--- config.mk ---
export PLATFORM = sky130hd
export DESIGN_NAME = spi_byte_shifter
export DESIGN_NICKNAME = d
export VERILOG_FILES = /design/src/rtl/spi_eng_pkg.sv /design/src/rtl/spi_half_timer.sv /design/src/rtl/spi_bit_tracker.sv /design/src/rtl/spi_shift_path.sv /design/src/rtl/spi_byte_shifter.sv
export SDC_FILE = /design/constraint.sdc
export NUM_CORES = 1
export LEC_CHECK = 0
export CORE_MARGIN = 4
export CORE_UTILIZATION = 50
export CTS_BUF_LIST = sky130_fd_sc_hd__clkbuf_2
export DETAILED_ROUTE_END_ITERATION = 10
export PLACE_DENSITY_LB_ADDON = 0.3
export SLEW_MARGIN = 20
export SYNTH_ARGS = -nofsm -noshare
export SYNTH_HDL_FRONTEND = slang
export SYNTH_SLANG_ARGS = --single-unit
--- constraint.sdc ---
create_clock -name clk -period 3.05 [get_ports clk]
set_input_delay 0.4575 -clock clk [delete_from_list [all_inputs] [get_ports clk]]
set_output_delay 0.4575 -clock clk [all_outputs]
set_load 0.03 [all_outputs]
--- src/rtl/spi_eng_pkg.sv ---
package spi_eng_pkg;

    typedef enum logic [2:0] {
        ST_IDLE,
        ST_LEAD,
        ST_HIGH,
        ST_LOW,
        ST_TRAIL
    } eng_state_t;

endpackage

--- src/rtl/spi_half_timer.sv ---
module spi_half_timer #(
    parameter int DIV_W = 16
) (
    input  logic             clk,
    input  logic             rst_n,
    input  logic             run,
    input  logic [DIV_W-1:0] half_len,
    output logic             tick
);

    logic [DIV_W-1:0] cnt_q;

    assign tick = run && (cnt_q == half_len - 1'b1);

    always_ff @(posedge clk or negedge rst_n) begin
        if (!rst_n) begin
            cnt_q <= '0;
        end else if (!run || tick) begin
            cnt_q <= '0;
        end else begin
            cnt_q <= cnt_q + 1'b1;
        end
    end

    // the half-period counter never passes the latched length
    a_r4_cnt_in_range: assert property (@(posedge clk) disable iff (!rst_n)
        run |-> (cnt_q < half_len));

endmodule

--- src/rtl/spi_bit_tracker.sv ---
module spi_bit_tracker #(
    parameter int BIT_W = 6
) (
    input  logic             clk,
    input  logic             rst_n,
    input  logic             clear,
    input  logic             step,
    input  logic [BIT_W-1:0] total,
    output logic             last
);

    logic [BIT_W-1:0] done_q;

    assign last = (done_q == total - 1'b1);

    always_ff @(posedge clk or negedge rst_n) begin
        if (!rst_n) begin
            done_q <= '0;
        end else if (clear) begin
            done_q <= '0;
        end else if (step) begin
            done_q <= done_q + 1'b1;
        end
    end

    // a bit is never advanced past the requested frame length
    a_r3_no_overrun: assert property (@(posedge clk) disable iff (!rst_n)
        step |-> (done_q < total));

endmodule

--- src/rtl/spi_shift_path.sv ---
module spi_shift_path #(
    parameter int TX_W = 56,
    parameter int RX_W = 32
) (
    input  logic            clk,
    input  logic            rst_n,
    input  logic            load,
    input  logic [TX_W-1:0] load_data,
    input  logic            shift_out,
    input  logic            clear_rx,
    input  logic            capture,
    input  logic            serial_in,
    output logic            serial_out,
    output logic [RX_W-1:0] rx_word
);

    logic [TX_W-1:0] tx_q;
    logic [RX_W-1:0] rx_q;

    assign serial_out = tx_q[TX_W-1];
    assign rx_word    = rx_q;

    always_ff @(posedge clk or negedge rst_n) begin
        if (!rst_n) begin
            tx_q <= '0;
        end else if (load) begin
            tx_q <= load_data;
        end else if (shift_out) begin
            tx_q <= {tx_q[TX_W-2:0], 1'b0};
        end
    end

    always_ff @(posedge clk or negedge rst_n) begin
        if (!rst_n) begin
            rx_q <= '0;
        end else if (clear_rx) begin
            rx_q <= '0;
        end else if (capture) begin
            rx_q <= {rx_q[RX_W-2:0], serial_in};
        end
    end

endmodule

--- src/rtl/spi_byte_shifter.sv ---
module spi_byte_shifter
    import spi_eng_pkg::*;
#(
    parameter int TX_W  = 56,
    parameter int RX_W  = 32,
    parameter int LEN_W = 3,
    parameter int DIV_W = 16
) (
    input  logic             clk,
    input  logic             rst_n,
    input  logic             load_i,
    input  logic             go_i,
    input  logic [LEN_W-1:0] nbytes_i,
    input  logic [DIV_W-1:0] div_i,
    input  logic [TX_W-1:0]  tx_data_i,
    output logic             ready_o,
    output logic [RX_W-1:0]  rx_data_o,
    output logic             sclk_o,
    output logic             csn_o,
    output logic             mosi_o,
    input  logic             miso_i
);

    localparam int BIT_W = LEN_W + 3;

    eng_state_t       state_q, state_nx;
    logic [DIV_W-1:0] half_q;
    logic [BIT_W-1:0] total_q;
    logic             tick, last_bit;
    logic             start_take, do_capture, do_shift;
    logic             sclk_q, csn_q;

    assign start_take = (state_q == ST_IDLE) && go_i && (nbytes_i != '0);
    assign do_capture = tick && ((state_q == ST_LEAD) || (state_q == ST_LOW));
    assign do_shift   = tick && (state_q == ST_HIGH) && !last_bit;

    // settings are captured only when a start is accepted
    always_ff @(posedge clk or negedge rst_n) begin
        if (!rst_n) begin
            half_q  <= DIV_W'(1);
            total_q <= BIT_W'(8);
        end else if (start_take) begin
            half_q  <= (div_i == '0) ? DIV_W'(1) : div_i;
            total_q <= {nbytes_i, 3'b000};
        end
    end

    spi_half_timer #(.DIV_W(DIV_W)) u_timer (
        .clk      (clk),
        .rst_n    (rst_n),
        .run      (state_q != ST_IDLE),
        .half_len (half_q),
        .tick     (tick)
    );

    spi_bit_tracker #(.BIT_W(BIT_W)) u_bits (
        .clk   (clk),
        .rst_n (rst_n),
        .clear (start_take),
        .step  (do_shift),
        .total (total_q),
        .last  (last_bit)
    );

    spi_shift_path #(.TX_W(TX_W), .RX_W(RX_W)) u_path (
        .clk        (clk),
        .rst_n      (rst_n),
        .load       (load_i && (state_q == ST_IDLE)),
        .load_data  (tx_data_i),
        .shift_out  (do_shift),
        .clear_rx   (start_take),
        .capture    (do_capture),
        .serial_in  (miso_i),
        .serial_out (mosi_o),
        .rx_word    (rx_data_o)
    );

    always_comb begin
        state_nx = state_q;
        unique case (state_q)
            ST_IDLE:  if (start_take) state_nx = ST_LEAD;
            ST_LEAD:  if (tick)       state_nx = ST_HIGH;
            ST_HIGH:  if (tick)       state_nx = last_bit ? ST_TRAIL : ST_LOW;
            ST_LOW:   if (tick)       state_nx = ST_HIGH;
            ST_TRAIL: if (tick)       state_nx = ST_IDLE;
            default:                  state_nx = ST_IDLE;
        endcase
    end

    always_ff @(posedge clk or negedge rst_n) begin
        if (!rst_n) state_q <= ST_IDLE;
        else        state_q <= state_nx;
    end

    always_ff @(posedge clk or negedge rst_n) begin
        if (!rst_n) begin
            sclk_q <= 1'b0;
            csn_q  <= 1'b1;
        end else begin
            sclk_q <= (state_nx == ST_HIGH);
            csn_q  <= (state_nx == ST_IDLE);
        end
    end

    assign sclk_o  = sclk_q;
    assign csn_o   = csn_q;
    assign ready_o = (state_q == ST_IDLE);

    a_r10_ready_is_csn: assert property (@(posedge clk) disable iff (!rst_n)
        ready_o == csn_o);
    a_r5_sclk_idle_low: assert property (@(posedge clk) disable iff (!rst_n)
        csn_o |-> !sclk_o);
    a_r5_mosi_hold: assert property (@(posedge clk) disable iff (!rst_n)
        sclk_o |-> $stable(mosi_o));
    a_r7_zero_len_stays: assert property (@(posedge clk) disable iff (!rst_n)
        (ready_o && go_i && nbytes_i == '0) |=> ready_o);
    a_r8_rx_hold: assert property (@(posedge clk) disable iff (!rst_n)
        (ready_o && $past(ready_o)) |-> $stable(rx_data_o));

endmodule

=== Word-level counts from Yosys, hierarchy flattened ===
Cells that the tools add are included.

* Register bits after elaboration: 134
* Bits of input ports: 80

* Add/subtract/negate cells: 4
* Eq/ne operators: 7
* Muxes and demuxes: 14
* Reduce and logical (&&, ||, !) cells: 20

{| class="wikitable"
|+ Operators with widths
! cell !! number
|-
| 56-bit 2-to-1 mux || 2
|-
| 32-bit 2-to-1 mux || 2
|-
| 16-bit 2-to-1 mux || 2
|-
| 16-bit by 1-bit adder with 16-bit output (second input constant) || 1
|-
| 16-bit == test || 1
|-
| 16-bit zero test || 1
|-
| 16-bit by 1-bit subtractor with 16-bit output (second input constant) || 1
|-
| 3-bit 2-to-1 mux || 5
|-
| 6-bit 2-to-1 mux || 2
|-
| 3-bit one-hot mux with 4 select lines || 1
|-
| 3-bit by 2-bit == test with 1-bit output (second input constant) || 3
|-
| 1-bit logical AND || 7
|-
| 6-bit by 1-bit adder with 6-bit output (second input constant) || 1
|-
| 6-bit == test || 1
|-
| 3-bit zero test || 2
|-
| 2-bit nonzero test || 3
|-
| 3-bit nonzero test || 2
|-
| 6-bit by 1-bit subtractor with 6-bit output (second input constant) || 1
|-
| 3-bit by 1-bit == test with 1-bit output (second input constant) || 1
|-
| 3-bit == test (second input constant) || 1
|-
| 1-bit zero test || 2
|-
| 1-bit logical OR || 2
|-
| 2-bit OR reduction || 1
|}

=== Depth between registers and ports, before layout ===
* Word-level depth: 7
* Gate-level depth with buffers: 12
* Gate-level depth less buffers: 9

=== Cells and area by module ===
From an unflattened synthesis, not the netlist that was laid out.

* Cell total of the unflattened synthesis: 635
* Area, all modules: 6874.1 sq um

{| class="wikitable"
|+ Modules (own cells, without submodules)
! module !! instances !! cells each !! area an instance (sq um)
|-
| spi_shift_path || 1 || 345 || 3863.7
|-
| spi_half_timer || 1 || 169 || 1456.4
|-
| spi_byte_shifter || 1 || 74 || 1124.8
|-
| spi_bit_tracker || 1 || 47 || 429.2
|}

=== Worst setup path before layout ===
OpenSTA, ideal clock, no wires.

* Kind: register to register
* From: register half_q[0]
* To: register u_bits.done_q[4]
* Setup time: 78 ps
* Arrival time: 3029 ps
* Setup slack: -57 ps
* Stages on the path, launching flop included: 10
* Path buffers: 2
* Period minus slack after synthesis: 3107 ps
* Cells stage by stage: dfstp_2 buf_6 or3_4 or3_4 or4_4 a211o_1 or4_4 buf_6 or3_1 a21oi_1

* Cells in the longest elaborated chain, start to end: 6

{| class="wikitable"
|+ Ends and longest elaborated chain
! item !! RTL line !! text
|-
| start: declaration || spi_byte_shifter.sv:27 || <nowiki>logic [DIV_W-1:0] half_q;</nowiki>
|-
| start signal: assignment || spi_byte_shifter.sv:43 || <nowiki>half_q <= (div_i == '0) ? DIV_W'(1) : div_i;</nowiki>
|-
| 16-bit by 1-bit subtractor with 16-bit output || spi_half_timer.sv:13 || <nowiki>assign tick = run && (cnt_q == half_len - 1'b1);</nowiki>
|-
| 16-bit == test || spi_half_timer.sv:13 ||
|-
| 1-bit logical AND || spi_half_timer.sv:13 ||
|-
| 1-bit logical AND (2 in series) || spi_byte_shifter.sv:35 || <nowiki>assign do_shift = tick && (state_q == ST_HIGH) && !last_bit;</nowiki>
|-
| 2-bit nonzero test (no source line) || - ||
|-
| end signal: assignment || spi_bit_tracker.sv:22 || <nowiki>done_q <= done_q + 1'b1;</nowiki>
|-
| end: declaration || spi_bit_tracker.sv:12 || <nowiki>logic [BIT_W-1:0] done_q;</nowiki>
|}

Every way passes these cells.
A chain may end at the register's enable or synchronous reset.

=== Worst setup path in the final report ===
* From: register half_q[1]
* To: register u_bits.done_q[3]

The elaborated chain is that of the path after synthesis.

==> impl_metrics.ini <==
[synth]
syn_area_per_cell_um2 = 9.048
synth_seq_area_share_pct = 50.27
synth_seq_cells = 134
yosys_warnings = 0
ys_types = 51
synth_edf_count = 0
syn_inst = 738
ys.flop_type = dfrtp_1
syn-num-nets = 822
synthArstFlopShare_pct = 100.0
syn-cell-area_um2 = 6678

[global_routing]
grt_pass1_wl_um = 28290
antenna_found_initial = 1
grt-ovfl-total = 0
grt_max_degree = 65
grtUsageTotal_pct = 23.44
grt_pass1_vias = 5958

[status]
failed_checks = setup timing
status = finished with violations

[placement]
dp_cells = 1021
place_ws_ps = -52.48
numPortBuffers = 115
dp_hpwl_um = 11810
place_congestion = 0.9020

[pwr]
leakagePower_nw = 4.085
power_density_nw_per_um2 = 363.0
ir_drop_uv = 300.8

[finish]
fill_cells = 1004
layout-drive-gt1-share_pct = 15.11
final_cell_mix = 131 x nand2_1, 131 x dfrtp_1, 114 x clkdlybuf4s50_1
utilization_pct = 68.55
nets = 958
area_growth_pct = 31.65
final-instance-count-excl-fill = 1060

[critical_path]
criticalPathCategory = reg -> reg
start_kind = flop
critPathMaxFanout = 6
cp.arrival_ps = 3800
critPathTopFamily = simple AND/OR/NAND/NOR gates
slowest_stage = or4_4
crit_path_cell_trace = or3_4 -> or3_4 -> or4_4 -> a211o_1 -> or4_4 -> or3_1 -> a21oi_2
slowest_delay_ps = 530
cp-end-kind = flop
worstPathRequired_ps = 3690
crit_buf_inv = 0

[timing]
drv_slew = 0
setup_violations = 37
slew-limit-headroom_pct = 49.92
worst_pin_slew_ps = 751.2
max_freq_mhz = 316.5
tns_ps = -1344
period_minus_slack_ps = 3159
final_hold_viol_count = 0
setup_ws_ps = -109.4
worst_hold_slack_ps = 261.2
fin_skew_ps = 27.81
period_share_pct = 103.6
rsz0062_at_grt = yes

[worst_hold_path]
hp-class = in -> async

[detailed_routing]
vias_per_cell = 5.676
wl_per_cell_um = 16.93
drc = 0
vias = 6017
drt_iter0_drc = 542
wl_um = 17950
ant_nets = 0
first_pass_iters = 5

[floorplan]
rows = 41
start_util_pct = 52.07
core_area_um2 = 12820
die_h_um = 123.6
num_io_pins = 116
dieArea_um2 = 15270
die_width_um = 123.6

[clock_network]
cts_buffers = 17
root_buffer = clkbuf_2
clockBufferDepth = 2
numClockSinks = 134
cts_setup_buffers = 0
cts_tree = done
clkTransAtPathRegs_ps = 200
clk_latency_ps = 710
h-tree-depth = 4

[job]
maxCapViolCount = 0
[Yosys cell counts (4+ instances only)]
master	count	area share (%)
nand2_1	150	8.4
nor3_1	12	0.90
nand2b_1	5	0.47
nor2_1	89	5.0
or3_1	7	0.66
nor4_1	5	0.47
mux2i_1	33	4.9
xor2_1	20	2.6
ha_1	4	0.75
nand3_1	17	1.3
clkbuf_1	34	1.9
nand4_1	5	0.47
nor2b_1	4	0.37
inv_1	7	0.39
o21ai_0	16	1.2
and2_1	5	0.47
xnor2_1	17	2.2
a21oi_1	58	4.3
a211o_1	4	0.52
a31oi_1	53	5.0
buf_2	4	0.30
and3_1	8	0.75
dfrtp_1	131	49
buf_1	4	0.22
[final cells by class]
type / instances / area [um2] / area share (%)
inverter: 7 / 26.28 / 0.2989
multi-input combinational: 551 / 3239 / 36.85
clock inverter: 14 / 182.7 / 2.078
antenna: 1 / 2.502 / 0.02847
tap: 172 / 215.2 / 2.448
clock buffer: 18 / 90.09 / 1.025
sequential: 134 / 3357 / 38.19
timing repair buffer: 163 / 1678 / 19.09
[final timing paths]
check	start	end	slack, ps	depth (start not counted)
setup / recovery	half_q[1]	u_bits.done_q[3]	-110	7
hold / removal	rst_n	half_q[1]	260	2
setup reg to reg	half_q[1]	u_bits.done_q[3]	-110	7
hold reg to reg	total_q[5]	total_q[5]	520	2
max in group asynchronous	rst_n	u_path.tx_q[6]	2060	3
min in group clk	div_i[13]	half_q[13]	260	3
[cells by family after synthesis]
group | after synthesis | share of synthesized area (%)
buffers and inverters | 54 | 3.504
AO/OA/AOI/OAI | 153 | 13.81
AND/OR/NAND/NOR | 321 | 21.17
multiplexers | 33 | 4.947
adder cells (fa/ha/maj) | 4 | 0.7495
flip-flops | 134 | 50.27
XOR/XNOR | 39 | 5.546
[metal layers]
layer  up-vias  share of wire, %  GRT usage, %
met5         -                 0             0
met4         0               2.5         9.689
met3        44               6.1         5.855
met2       215                48         36.94
met1      2919                43         31.04
li1       2839                 -             -
[power by group]
part           switching [mW]  leakage, nW  internal, mW
Combinational          0.0830         2.35         0.113
Clock                   0.668        0.157         0.536
Sequential            0.00463         1.58          1.79
Total                   0.755         4.08          2.44
[worst register-to-register path, delay by kind of cell, from the launching register on]
kind | cells | cell delay (ps)
simple gates | 5 | 2170
compound gates | 2 | 470
flops | 1 | 450
[state kept, by name (all words and copies together), names as in the netlist]
register / count
total_q: 3
half_q: 16
sclk_o: 1
u_bits.done_q: 6
csn_o: 1
state_q: 3
u_path.tx_q: 56
u_path.rx_word: 32
u_timer.cnt_q: 16
[metrics by stage]
stage / total power [mW] / cell area, um2
after floorplan: 1.852 / 6680
after global placement: 2.017 / 8258
after detailed placement: 2.020 / 8258
after CTS: 3.221 / 8564
after global routing: 3.317 / 8791
final: 3.191 / 8791
[what timing repair did]
action                                  CTS  global route
hold buffers                              1             0
gates resized for setup                   4            42
gates cloned                              1             4
endpoints found under the setup margin   43            88
pin swaps                                 1             4
endpoints found under the hold margin    60             0
Note: power is estimated with default switching activity, not from simulation.
